==> src/rtl/ocls_pkg.sv <==
package ocls_pkg;

  localparam int BYTE_W  = 8;
  localparam int REG_W   = 4;
  localparam int FIELD_W = 3;
  localparam int REX_W   = 4;

  typedef enum logic [2:0] {
    CLS_OTHER   = 3'd0,
    CLS_INC_REG = 3'd1,
    CLS_DEC_REG = 3'd2,
    CLS_INC_RM  = 3'd3,
    CLS_DEC_RM  = 3'd4,
    CLS_ARPL    = 3'd5,
    CLS_MOVSXD  = 3'd6,
    CLS_INVALID = 3'd7
  } instClass_e;

  typedef enum logic [1:0] {
    REG_NONE  = 2'd0,
    REG_LOW3  = 2'd1,
    REG_MODRM = 2'd2
  } regSel_e;

  typedef enum logic [1:0] {
    ST_OPCODE   = 2'd0,
    ST_MODRM_FF = 2'd1,
    ST_MODRM_63 = 2'd2,
    ST_ESCAPE   = 2'd3
  } ctrlState_e;

  // Decoded view of the current byte, produced by the datapath
  typedef struct packed {
    logic               isPrefix;
    logic               isShortInc;
    logic               isShortDec;
    logic               isGroupFF;
    logic               isOp63;
    logic               isEscape;
    logic               isDropped;
    logic [FIELD_W-1:0] modrmReg;
  } byteInfo_t;

  // Strobes from control to datapath
  typedef struct packed {
    logic       rexLoad;
    logic       issue;
    instClass_e cls;
    regSel_e    regSel;
  } ctrlStrobe_t;

endpackage

==> src/rtl/ocls_ctrl.sv <==
module ocls_ctrl
  import ocls_pkg::*;
(
  input  logic        clk,
  input  logic        rst,
  input  logic        longMode,
  input  logic        byteValid,
  input  byteInfo_t   info,
  output ctrlStrobe_t strobe
);

  ctrlState_e state, stateNext;

  always_ff @(posedge clk) begin
    if (rst) state <= ST_OPCODE;
    else     state <= stateNext;
  end

  always_comb begin
    stateNext      = state;
    strobe.rexLoad = 1'b0;
    strobe.issue   = 1'b0;
    strobe.cls     = CLS_OTHER;
    strobe.regSel  = REG_NONE;
    if (byteValid) begin
      unique case (state)
        ST_OPCODE: begin
          if (info.isPrefix) begin
            strobe.rexLoad = 1'b1;
          end else if (info.isGroupFF) begin
            stateNext = ST_MODRM_FF;
          end else if (info.isOp63) begin
            stateNext = ST_MODRM_63;
          end else if (info.isEscape) begin
            stateNext = ST_ESCAPE;
          end else begin
            strobe.issue = 1'b1;
            if (info.isShortInc) begin
              strobe.cls    = CLS_INC_REG;
              strobe.regSel = REG_LOW3;
            end else if (info.isShortDec) begin
              strobe.cls    = CLS_DEC_REG;
              strobe.regSel = REG_LOW3;
            end else if (info.isDropped) begin
              strobe.cls = CLS_INVALID;
            end
          end
        end
        ST_MODRM_FF: begin
          strobe.issue = 1'b1;
          stateNext    = ST_OPCODE;
          if (info.modrmReg == 3'd0) begin
            strobe.cls    = CLS_INC_RM;
            strobe.regSel = REG_MODRM;
          end else if (info.modrmReg == 3'd1) begin
            strobe.cls    = CLS_DEC_RM;
            strobe.regSel = REG_MODRM;
          end
        end
        ST_MODRM_63: begin
          strobe.issue  = 1'b1;
          stateNext     = ST_OPCODE;
          strobe.cls    = longMode ? CLS_MOVSXD : CLS_ARPL;
          strobe.regSel = REG_MODRM;
        end
        ST_ESCAPE: begin
          strobe.issue = 1'b1;
          stateNext    = ST_OPCODE;
        end
        default: stateNext = ST_OPCODE;
      endcase
    end
  end


  // operand bytes always end the instruction
  operand_byte_returns_chk: assert property (@(posedge clk) disable iff (rst)
    (state != ST_OPCODE && byteValid) |=> (state == ST_OPCODE));


  // idle cycles leave a partial instruction untouched
  idle_holds_state_chk: assert property (@(posedge clk) disable iff (rst)
    !byteValid |=> $stable(state));

endmodule

==> src/rtl/ocls_dpath.sv <==
module ocls_dpath
  import ocls_pkg::*;
(
  input  logic              clk,
  input  logic              rst,
  input  logic              longMode,
  input  logic              byteValid,
  input  logic [BYTE_W-1:0] byteIn,
  input  ctrlStrobe_t       strobe,
  output byteInfo_t         info,
  output logic              resValid,
  output logic [2:0]        resClass,
  output logic [REG_W-1:0]  resReg,
  output logic              resRexSeen,
  output logic [REX_W-1:0]  resRex
);

  logic             rexValid;
  logic [REX_W-1:0] rexBits;
  logic             segOp, bcdOp;
  instClass_e       resClassQ;
  logic [REG_W-1:0] regNext;

  // Byte decode
  always_comb begin
    segOp = 1'b0;
    bcdOp = 1'b0;
    case (byteIn)
      8'h06, 8'h07, 8'h0E, 8'h16, 8'h17, 8'h1E, 8'h1F: segOp = 1'b1;
      8'h27, 8'h2F, 8'h37, 8'h3F, 8'hD4, 8'hD5:        bcdOp = 1'b1;
      default: ;
    endcase
  end

  assign info.isPrefix   = longMode  && (byteIn[7:4] == 4'h4);
  assign info.isShortInc = !longMode && (byteIn[7:3] == 5'b01000);
  assign info.isShortDec = !longMode && (byteIn[7:3] == 5'b01001);
  assign info.isGroupFF  = (byteIn == 8'hFF);
  assign info.isOp63     = (byteIn == 8'h63);
  assign info.isEscape   = (byteIn == 8'h0F);
  assign info.isDropped  = longMode && (segOp || bcdOp);
  assign info.modrmReg   = byteIn[5:3];

  // REX holding register
  always_ff @(posedge clk) begin
    if (rst) begin
      rexValid <= 1'b0;
      rexBits  <= '0;
    end else if (strobe.rexLoad) begin
      rexValid <= 1'b1;
      rexBits  <= byteIn[REX_W-1:0];
    end else if (strobe.issue) begin
      rexValid <= 1'b0;
      rexBits  <= '0;
    end
  end

  // Register number selection
  always_comb begin
    unique case (strobe.regSel)
      REG_LOW3:  regNext = {1'b0, byteIn[2:0]};
      REG_MODRM: regNext = {rexValid & rexBits[0], byteIn[2:0]};
      default:   regNext = '0;
    endcase
  end

  // Result record
  always_ff @(posedge clk) begin
    if (rst) begin
      resValid   <= 1'b0;
      resClassQ  <= CLS_OTHER;
      resReg     <= '0;
      resRexSeen <= 1'b0;
      resRex     <= '0;
    end else begin
      resValid <= strobe.issue;
      if (strobe.issue) begin
        resClassQ  <= strobe.cls;
        resReg     <= regNext;
        resRexSeen <= rexValid;
        resRex     <= rexBits;
      end
    end
  end

  assign resClass = resClassQ;


  // a record only follows an accepted byte
  result_after_byte_chk: assert property (@(posedge clk) disable iff (rst)
    resValid |-> $past(byteValid));


  // no prefix is ever held in 32-bit mode
  rex_only_long_chk: assert property (@(posedge clk) disable iff (rst)
    !longMode |-> !rexValid);


  // short register forms only in 32-bit mode, 3-bit register
  short_form_mode_chk: assert property (@(posedge clk) disable iff (rst)
    (resValid && (resClassQ == CLS_INC_REG || resClassQ == CLS_DEC_REG))
      |-> (!longMode && !resReg[3]));


  // 0x63 meaning follows the mode
  arpl_mode_chk: assert property (@(posedge clk) disable iff (rst)
    (resValid && resClassQ == CLS_ARPL) |-> !longMode);


  movsxd_mode_chk: assert property (@(posedge clk) disable iff (rst)
    (resValid && resClassQ == CLS_MOVSXD) |-> longMode);


  // invalid class only in long mode
  invalid_mode_chk: assert property (@(posedge clk) disable iff (rst)
    (resValid && resClassQ == CLS_INVALID) |-> longMode);


  // record is a single-cycle pulse unless a byte was accepted
  pulse_chk: assert property (@(posedge clk) disable iff (rst)
    (resValid && !$past(byteValid, 1)) |-> 1'b0);

  wire unusedValid = byteValid;

endmodule

==> src/rtl/opcode_mode_classifier.sv <==
module opcode_mode_classifier
  import ocls_pkg::*;
(
  input  logic       clk,
  input  logic       rst,
  input  logic       longMode,
  input  logic       byteValid,
  input  logic [7:0] byteIn,
  output logic       resValid,
  output logic [2:0] resClass,
  output logic [3:0] resReg,
  output logic       resRexSeen,
  output logic       resRexW,
  output logic       resRexR,
  output logic       resRexX,
  output logic       resRexB
);

  byteInfo_t        info;
  ctrlStrobe_t      strobe;
  logic [REX_W-1:0] rexOut;

  ocls_ctrl u_ctrl (
    .clk       (clk),
    .rst       (rst),
    .longMode  (longMode),
    .byteValid (byteValid),
    .info      (info),
    .strobe    (strobe)
  );

  ocls_dpath u_dpath (
    .clk        (clk),
    .rst        (rst),
    .longMode   (longMode),
    .byteValid  (byteValid),
    .byteIn     (byteIn),
    .strobe     (strobe),
    .info       (info),
    .resValid   (resValid),
    .resClass   (resClass),
    .resReg     (resReg),
    .resRexSeen (resRexSeen),
    .resRex     (rexOut)
  );

  assign resRexW = rexOut[3];
  assign resRexR = rexOut[2];
  assign resRexX = rexOut[1];
  assign resRexB = rexOut[0];

endmodule

==> config.mk <==
export PLATFORM = sky130hd
export DESIGN_NAME = opcode_mode_classifier
export DESIGN_NICKNAME = d
export VERILOG_FILES = /design/src/rtl/ocls_pkg.sv /design/src/rtl/ocls_ctrl.sv /design/src/rtl/ocls_dpath.sv /design/src/rtl/opcode_mode_classifier.sv
export SDC_FILE = /design/constraint.sdc
export NUM_CORES = 1
export LEC_CHECK = 0
export BUFFER_PORTS_ARGS = -buffer_cell sky130_fd_sc_hd__clkbuf_2
export CAP_MARGIN = 40
export CORE_UTILIZATION = 50
export DETAILED_ROUTE_END_ITERATION = 10
export PLACE_DENSITY = 0.72
export SYNTH_ARGS = -nofsm -noshare
export SYNTH_HDL_FRONTEND = slang
export SYNTH_SLANG_ARGS = --single-unit
==> constraint.sdc <==
create_clock -name clk -period 4.7 [get_ports clk]
set_input_delay 0.705 -clock clk [delete_from_list [all_inputs] [get_ports clk]]
set_output_delay 0.705 -clock clk [all_outputs]
set_load 0.005 [all_outputs]
==> results.py, run 1 <==
metrics = {
    "sta": {
        "drv_slew": 0,
        "setup_viol": 0,
        "worst_clock_skew_ns": 0.01159,
        "fmax_mhz": 468.3,
        "rsz0062_at_grt": "false",
        "period_share_pct": 45.43,
        "setup_tns_ns": 0,
        "hold_violations": 0,
        "worst_pin_slew_ns": 0.8245,
        "min_period_ns": 2.135,
        "relSlewSlack_pct": 45.03,
    },
    "detailed_routing": {
        "via_per_inst": 5.773,
        "wl_mm": 2.497,
        "drc": 0,
        "drt-pass1-iter-count": 4,
        "via_count": 1045,
        "routedWlPerCell_um": 13.80,
        "postRouteAntennaNets": 0,
        "drt-initial-drc-count": 31,
    },
    "die": {
        "die_h_um": 48.82,
        "chipWidth_um": 48.82,
        "initial_core_util_pct": 54.75,
        "num_rows": 16,
        "coreArea_mm2": 0.002002,
        "die_area_mm2": 0.002383,
        "num_io_pins": 25,
    },
    "yosys": {
        "yosysWarnings": 0,
        "synth-async-reset-ratio_pct": 0,
        "synth-edff-count": 0,
        "yosysUniqueCellTypes": 37,
        "synth_nets": 147,
        "seq_area_frac_synth_pct": 36.53,
        "synth_seq_cells": 20,
        "syn_avg_cell_area_um2": 8.241,
        "synthFlopType": "dfxtp_1",
        "synthCells": 133,
        "synth_area_mm2": 0.001096,
    },
    "global_routing": {
        "overflow": 0,
        "grt_start_max_net_pins": 24,
        "grt_use_met3_pct": 3.738,
        "grt_pass1_wl_mm": 4.257,
        "grt_pass1_vias": 993,
        "met1_usage_pct": 29.92,
        "grt.busiest_layer": "met2",
        "grt_use_met2_pct": 36.57,
        "grt_use_total_pct": 22.61,
        "antenna_found_initial": 0,
    },
    "pwr": {
        "total_power_mw": 0.3496,
        "p_comb_share_pct": 9.9,
        "clockPowerShare_pct": 41.1,
        "p_seq_share_pct": 49.0,
        "p_int_mw": 0.2681,
        "p_sw_mw": 0.08147,
        "power_density_mw_per_mm2": 277.7,
        "p_leak_nw": 0.4867,
        "vdd_drop_max_mv": 0.1505,
        "power_switching_share_pct": 23.30,
    },
    "cts": {
        "cts_made_buffers": 3,
        "cts_root_buffer": "clkbuf_4",
        "h-tree-depth": 1,
        "clock-sinks": 20,
        "postCtsSetupRepairBufs": 0,
        "post_cts_resized": 0,
        "cts_hold_buf": 0,
        "clk_path_buf_depth": 2,
        "cts.clk_slew.worst_paths_ns": 0.13,
        "cts_tree": "built",
        "clock_latency_ns": 0.32,
    },
    "placement": {
        "place_hpwl_mm": 1.798,
        "io_buffers": 24,
        "gp_congestion": 0.9533,
    },
    "critical_path": {
        "worstPathRequired_ns": 4.92,
        "worstPathArrival_ns": 2.35,
        "cp-startpoint": "byteIn[4]",
        "path_max_fanout": 20,
        "start_kind": "primary input",
        "r2r-start": "u_ctrl.state[1]",
        "path_class": "in2reg",
        "end_kind": "register",
    },
    "job": {
        "cap_violations": 0,
    },
    "layout": {
        "layout.nets": 169,
        "syn2layout_area_growth_pct": 14.84,
        "insertedDiodeCount": 0,
        "drive_gt1_share_pct": 24.68,
    },
    "hold_path": {
        "hold_start": "u_dpath.resReg[2]",
        "hold_path_class": "reg2reg",
    },
    "run_status": {
        "status": "finished, final reports clean",
    },
}
[cell usage after synthesis (all sizes together), types with 2 or more instances]
library cell | instances | area [um2]
a21oi | 18 | 97.60
clkbuf | 3 | 11.26
nand3 | 9 | 45.04
nor2b | 3 | 18.77
nand2 | 28 | 105.1
nor2 | 6 | 22.52
dfxtp | 20 | 400.4
o211ai | 3 | 27.52
buf | 4 | 32.53
inv | 3 | 11.26
a22oi | 3 | 27.52
nand3b | 2 | 15.01
nor3 | 4 | 25.02
ha | 2 | 25.02
nand2b | 2 | 12.51
or3 | 3 | 18.77
nand4 | 5 | 31.28
[routing by layer]
| layer | part of all wire [%] | wire length (um) |
|---|---|---|
| met1 | 45 | 1132 |
| met2 | 48 | 1200 |
| met3 | 5.6 | 140 |
| met4 | 0.92 | 23 |
| met5 | 0 | 0 |
[sequential cells by signal (all words and copies together) (netlist names)]
signal / flops
u_dpath.resRexSeen: 1
u_dpath.rexBits: 4
u_dpath.resClass: 3
u_dpath.rexValid: 1
u_dpath.resReg: 4
u_dpath.resValid: 1
u_dpath.resRex: 4
u_ctrl.state: 2
[layout by cell type, fill, tap and decap left out, drive strengths merged, types with 2 or more instances in the layout]
master,instances
nand2,28
clkbuf,27
dfxtp,20
a21oi,18
nand3,9
nor2,6
nand4,5
nor3,4
inv,3
nor2b,3
or3,3
a22oi,3
o211ai,3
nand3b,2
nand2b,2
ha,2
[path summary, 6_finish.rpt]
kind,end,slack (ns),cells after the start
worst max-delay path,u_dpath.resClass[0],2.56,6
worst min-delay path,u_dpath.resReg[2],0.46,2
worst max register to register,u_dpath.resReg[0],2.78,8
worst min register to register,u_dpath.resReg[2],0.46,2
[critical path, cell delays in order]
cell and delay (ns):
clkbuf_2 0.16, nor4b_4 0.37, a22oi_2 0.15, o221ai_2 0.66, or3_1 0.22, o211ai_2 0.07
[metrics by stage]
| stage | instances | hold slack (ns) | setup slack [ns] | util [%] | instance area, um2 |
|---|---|---|---|---|---|
| 6_report | 181 | 0.4623 | 2.565 | 62.88 | 1259 |
| 5_1_grt | 181 | 0.4842 | 2.418 | 62.88 | 1259 |
| 4_1_cts | 181 | 0.4673 | 2.572 | 62.88 | 1259 |
| 3_5_place_dp | 177 | 0.4505 | 2.229 | 60.25 | 1206 |
| 3_3_place_gp | 177 | 0.4376 | 2.261 | 60.25 | 1206 |
| 2_1_floorplan | 133 | 0.4321 | 2.742 | - | 1096 |
[power by group through the flow]
stage / Sequential (mW) / Clock [mW] / Combinational, mW
after detailed placement: 0.175 / 0 / 0.0339
after floorplan: 0.175 / 0 / 0.0217
after global routing: 0.172 / 0.155 / 0.0374
after CTS: 0.171 / 0.145 / 0.0341
after global placement: 0.175 / 0 / 0.0334
final: 0.171 / 0.144 / 0.0345
[cells by family after synthesis]
group / synth area share (%)
adders and majority gates: 2.283
DFF: 36.53
AOI/OAI and AO/OA: 19.75
buffers and inverters: 5.023
and+or+nand+nor: 36.41
[cell type report]
class	count	area, um2
timing repair buffer	24	120.1
clock inverter	1	30.03
clock buffer	3	22.52
fill	204	743.2
inverter	3	11.26
sequential	20	400.4
multi-input combinational	103	640.6
tap	27	33.78
Power figures use the tool's default switching activity.
==> inputs of run 2 (changes only) <==
--- a/config.mk
+++ b/config.mk
@@ -7,9 +7,9 @@
 export LEC_CHECK = 0
 export BUFFER_PORTS_ARGS = -buffer_cell sky130_fd_sc_hd__clkbuf_2
 export CAP_MARGIN = 40
-export CORE_UTILIZATION = 50
+export CORE_UTILIZATION = 47
 export DETAILED_ROUTE_END_ITERATION = 10
-export PLACE_DENSITY = 0.72
+export PLACE_DENSITY = 0.71
 export SYNTH_ARGS = -nofsm -noshare
 export SYNTH_HDL_FRONTEND = slang
 export SYNTH_SLANG_ARGS = --single-unit
==> constraint.sdc (replaced) <==
create_clock -name clk -period 1.8 [get_ports clk]
set_input_delay 0.27 -clock clk [delete_from_list [all_inputs] [get_ports clk]]
set_output_delay 0.27 -clock clk [all_outputs]
set_load 0.005 [all_outputs]
==> results.py, run 2 (synthesis gave the netlist of run 1 again) <==
metrics = {
    "global_routing": {
        "antenna_found_initial": 0,
        "overflow": 0,
        "grt_start_max_net_pins": 19,
        "grt_use_total_pct": 22.00,
        "grt_pass1_vias": 947,
        "grt_pass1_wl_mm": 4.195,
    },
    "layout": {
        "insertedDiodeCount": 0,
        "finish.utilization_pct": 60.12,
        "final_cells": 189,
        "fin_area_mm2": 0.001330,
        "layout_common_cells": "nand2_1, clkbuf_2, dfxtp_1",
        "final_common_cell": "nand2_1",
        "layout.nets": 176,
        "drive_gt1_share_pct": 28.57,
        "top_regs": "u_dpath.resReg: 4 flops, u_dpath.resRex: 4 flops, u_dpath.rexBits: 4 flops",
        "nFillCells": 205,
        "syn2layout_area_growth_pct": 21.35,
    },
    "placement": {
        "gp_congestion": 0.8704,
        "io_buffers": 24,
        "place_hpwl_mm": 1.917,
        "postPlaceCellArea_mm2": 0.001272,
        "dp_slack_ns": -0.02594,
        "placedCellCount": 185,
    },
    "cts": {
        "cts_tree": "built",
        "cts_made_buffers": 3,
        "clk_path_buf_depth": 2,
        "postCtsSetupRepairBufs": 0,
        "cts.clk_slew.worst_paths_ns": 0.13,
        "clock_latency_ns": 0.31,
        "cts_root_buffer": "clkbuf_4",
        "h-tree-depth": 1,
        "clock-sinks": 20,
    },
    "critical_path": {
        "path_max_fanout": 7,
        "end_kind": "register",
        "start_kind": "register",
        "worstPathRequired_ns": 2.05,
        "path_class": "reg2reg",
        "cp_slowest_cell": "dfxtp_1",
        "critPathMostFrequentCell": "nor2_1",
        "cp-startpoint": "u_ctrl.state[0]",
        "worstPathArrival_ns": 1.97,
        "cpPeakStageDelay_ns": 0.39,
        "r2r-start": "u_ctrl.state[0]",
        "crit_chain": "nor2_1, nand4_1, ha_1, nor2_1, nand3_1, a21oi_1",
    },
    "die": {
        "die_area_mm2": 0.002529,
        "die_h_um": 50.29,
        "num_rows": 17,
        "chipWidth_um": 50.29,
        "coreArea_mm2": 0.002212,
        "initial_core_util_pct": 49.55,
        "num_io_pins": 25,
    },
    "run_status": {
        "status": "finished, final reports clean",
    },
    "job": {
        "cap_violations": 0,
    },
    "sta": {
        "min_period_ns": 1.725,
        "fmax_mhz": 579.6,
        "worst_pin_slew_ns": 0.3917,
        "hold_violations": 0,
        "drv_slew": 0,
        "setup_tns_ns": 0,
        "worst_hold_slack_ns": 0.1861,
        "fin_ws_ns": 0.07460,
        "worst_clock_skew_ns": 0.008759,
        "period_share_pct": 95.86,
        "rsz0062_at_grt": "false",
        "relSlewSlack_pct": 73.66,
        "setup_viol": 0,
    },
    "detailed_routing": {
        "wl_mm": 2.536,
        "drt-pass1-iter-count": 4,
        "via_per_inst": 5.772,
        "via_count": 1091,
        "drt-initial-drc-count": 24,
        "drc": 0,
        "postRouteAntennaNets": 0,
        "routedWlPerCell_um": 13.42,
    },
    "pwr": {
        "vdd_drop_max_mv": 0.4587,
        "p_leak_nw": 0.5277,
        "total_power_mw": 0.9305,
        "power_density_mw_per_mm2": 699.6,
    },
    "hold_path": {
        "hold_start": "rst",
        "hold_path_class": "in2reg",
    },
}
[run 2: cell types whose count changed in the layout (fill, tap and decap cells not counted)]
cell	change
buf_12	+1
nor3_1	-1
nor3_2	+1
buf_4	+6
[run 2: final cells by class]
type,count,area (um2),share of cell area [%]
clock inverters,1,30.03,2.258
inverters,3,11.26,0.8467
clock buffers,3,22.52,1.693
repair buffers,31,185.2,13.92
flip-flops and latches,20,400.4,30.10
well taps,28,35.03,2.634
multi-input cells,103,645.6,48.54
[run 2: path summary, 6_finish.rpt]
kind	slack [ns]	to	cells after the start
max	0.07	u_dpath.resReg[0]	6
min	0.19	u_ctrl.state[1]	2
max reg2reg	0.07	u_dpath.resReg[0]	6
min reg2reg	0.46	u_dpath.resClass[2]	2
[run 2: power breakdown]
| part | leakage [nW] | total [mW] | switching (mW) | internal, mW |
|---|---|---|---|---|
| Clock | 0.0279 | 0.376 | 0.151 | 0.225 |
| Combinational | 0.338 | 0.107 | 0.0650 | 0.0423 |
| Sequential | 0.161 | 0.447 | 0.00155 | 0.446 |
| Total | 0.528 | 0.931 | 0.217 | 0.713 |
[run 2: layer usage]
layer  part of all wire, %  vias to the layer above  global-route usage [%]
met1                    46                      523                   28.41
met3                   5.9                        5                   6.061
met2                    47                       31                   34.44
li1                      -                      532                       -
met5                     0                        -                       0
met4                   1.2                        0                   8.796
[run 2: repair_timing]
item	in CTS	in global routing
hold endpoints to repair	0	0
gates resized for setup	0	1
hold buffers	0	0
setup endpoints to repair	0	1
[run 2: critical path, delay by kind of cell, from the launching register on]
family | cells | cell delay [ns]
simple gates | 4 | 0.80
fa+ha+maj | 1 | 0.33
flops | 1 | 0.39
compound gates | 1 | 0.15
==> inputs of run 3 (changes only) <==
--- a/config.mk
+++ b/config.mk
@@ -7,9 +7,9 @@
 export LEC_CHECK = 0
 export BUFFER_PORTS_ARGS = -buffer_cell sky130_fd_sc_hd__clkbuf_2
 export CAP_MARGIN = 40
-export CORE_UTILIZATION = 47
+export CORE_UTILIZATION = 50
 export DETAILED_ROUTE_END_ITERATION = 10
-export PLACE_DENSITY = 0.71
+export PLACE_DENSITY = 0.72
 export SYNTH_ARGS = -nofsm -noshare
 export SYNTH_HDL_FRONTEND = slang
 export SYNTH_SLANG_ARGS = --single-unit
==> constraint.sdc (replaced) <==
create_clock -name clk -period 1.71 [get_ports clk]
set_input_delay 0.2565 -clock clk [delete_from_list [all_inputs] [get_ports clk]]
set_output_delay 0.2565 -clock clk [all_outputs]
set_load 0.005 [all_outputs]
==> results.py, run 3 (synthesis gave the netlist of run 1 again) <==
metrics = {
    "global_routing": {
        "grt_pass1_wl_mm": 4.526,
        "overflow": 0,
        "grt_use_total_pct": 24.77,
        "grt_start_max_net_pins": 21,
        "grt_pass1_vias": 993,
        "antenna_found_initial": 0,
    },
    "sta": {
        "worst_clock_skew_ns": 0.001266,
        "fin_ws_ns": 0.08979,
        "rsz0062_at_grt": "false",
        "period_share_pct": 94.75,
        "worst_pin_slew_ns": 0.4017,
        "min_period_ns": 1.620,
        "setup_tns_ns": 0,
        "hold_violations": 0,
        "worst_hold_slack_ns": 0.2891,
        "relSlewSlack_pct": 73.08,
        "fmax_mhz": 617.2,
        "drv_slew": 0,
        "setup_viol": 0,
    },
    "critical_path": {
        "cp_slowest_cell": "dfxtp_2",
        "worstPathArrival_ns": 1.86,
        "cpPeakStageDelay_ns": 0.37,
        "worstPathRequired_ns": 1.95,
        "critPathTopFamily": "simple AND/OR/NAND/NOR gates",
        "r2r_setup_slack_ns": 0.09,
        "end_kind": "register",
        "crit_chain": "nor2b_2, a21o_1, nand2_1, inv_1, ha_1, nor2_1, nand3_1, a21oi_1",
        "path_class": "reg2reg",
        "cp.buffers_inverters": 1,
        "start_kind": "register",
        "path_max_fanout": 5,
    },
    "layout": {
        "insertedDiodeCount": 0,
        "final_common_cell": "nand2_1",
        "drive_gt1_share_pct": 35.09,
        "layout_common_cells": "nand2_1, clkbuf_2, dfxtp_1",
        "top_regs": "u_dpath.resReg: 4 flops, u_dpath.resRex: 4 flops, u_dpath.rexBits: 4 flops",
        "syn2layout_area_growth_pct": 27.40,
        "fin_area_mm2": 0.001396,
        "finish.utilization_pct": 69.75,
        "layout.nets": 186,
        "final_cells": 198,
        "nFillCells": 180,
    },
    "pwr": {
        "power_density_mw_per_mm2": 703.5,
        "vdd_drop_max_mv": 0.4592,
        "p_leak_nw": 0.5729,
        "total_power_mw": 0.9823,
    },
    "cts": {
        "cts.clk_slew.worst_paths_ns": 0.11,
        "cts_hold_buf": 0,
        "clk_path_buf_depth": 2,
        "cts_root_buffer": "clkbuf_4",
        "postCtsSetupRepairBufs": 0,
        "clock_latency_ns": 0.30,
        "clock-sinks": 20,
        "h-tree-depth": 1,
        "cts_tree": "built",
        "cts_made_buffers": 3,
    },
    "die": {
        "die_area_mm2": 0.002383,
        "num_rows": 16,
        "chipWidth_um": 48.82,
        "num_io_pins": 25,
        "initial_core_util_pct": 54.75,
        "die_h_um": 48.82,
        "coreArea_mm2": 0.002002,
    },
    "placement": {
        "postPlaceCellArea_mm2": 0.001334,
        "placedCellCount": 194,
        "gp_congestion": 0.9225,
        "dp_slack_ns": -0.07725,
        "io_buffers": 24,
        "place_hpwl_mm": 2.030,
    },
    "run_status": {
        "status": "finished, final reports clean",
    },
    "detailed_routing": {
        "routedWlPerCell_um": 13.77,
        "via_count": 1142,
        "drt-pass1-iter-count": 4,
        "wl_mm": 2.727,
        "drt-initial-drc-count": 30,
        "drc": 0,
        "postRouteAntennaNets": 0,
        "via_per_inst": 5.768,
    },
    "hold_path": {
        "hold_path_class": "in2reg",
    },
    "job": {
        "cap_violations": 0,
    },
}
[run 3: tightest hold or removal path, stage by stage]
cell	delay (ns)
clkbuf_2	0.11
or3_1	0.12
o211ai_2	0.07
[run 3: metal layers]
metal / routed length (um) / track usage (%) / up-vias
met5: 0 / 0 / -
met4: 47 / 9.314 / 0
met3: 211 / 7.788 / 8
met2: 1316 / 38.89 / 46
met1: 1151 / 31.70 / 532
li1: - / - / 556
[run 3: area by class of cell]
cell class | count | area [um2] | area share, %
Tap cell | 27 | 33.78 | 2.419
Clock buffer | 3 | 22.52 | 1.613
Clock inverter | 1 | 30.03 | 2.151
Inverter | 3 | 11.26 | 0.8065
Multi-Input combinational cell | 103 | 648.1 | 46.42
Timing Repair Buffer | 41 | 247.7 | 17.74
Sequential cell | 20 | 402.9 | 28.85
[run 3: power by group]
| group | total [mW] | internal (mW) | switching, mW |
|---|---|---|---|
| Combinational | 0.124 | 0.0521 | 0.0719 |
| Clock | 0.387 | 0.237 | 0.151 |
| Sequential | 0.471 | 0.469 | 0.00158 |
| Total | 0.982 | 0.758 | 0.224 |
[run 3: timing repair]
item                                    CTS  global route
endpoints found under the setup margin    3             7
pin swaps                                 0             1
resized for setup                         2             3
endpoints found under the hold margin     0             0
[run 3: path summary, 6_finish.rpt]
kind                      startpoint             endpoint  cells after the start
setup reg to reg     u_ctrl.state[1]    u_dpath.resReg[2]                      8
hold reg to reg   u_dpath.resRexSeen   u_dpath.resRexSeen                      2
setup / recovery     u_ctrl.state[1]    u_dpath.resReg[2]                      8
hold / removal                   rst  u_dpath.resClass[0]                      3
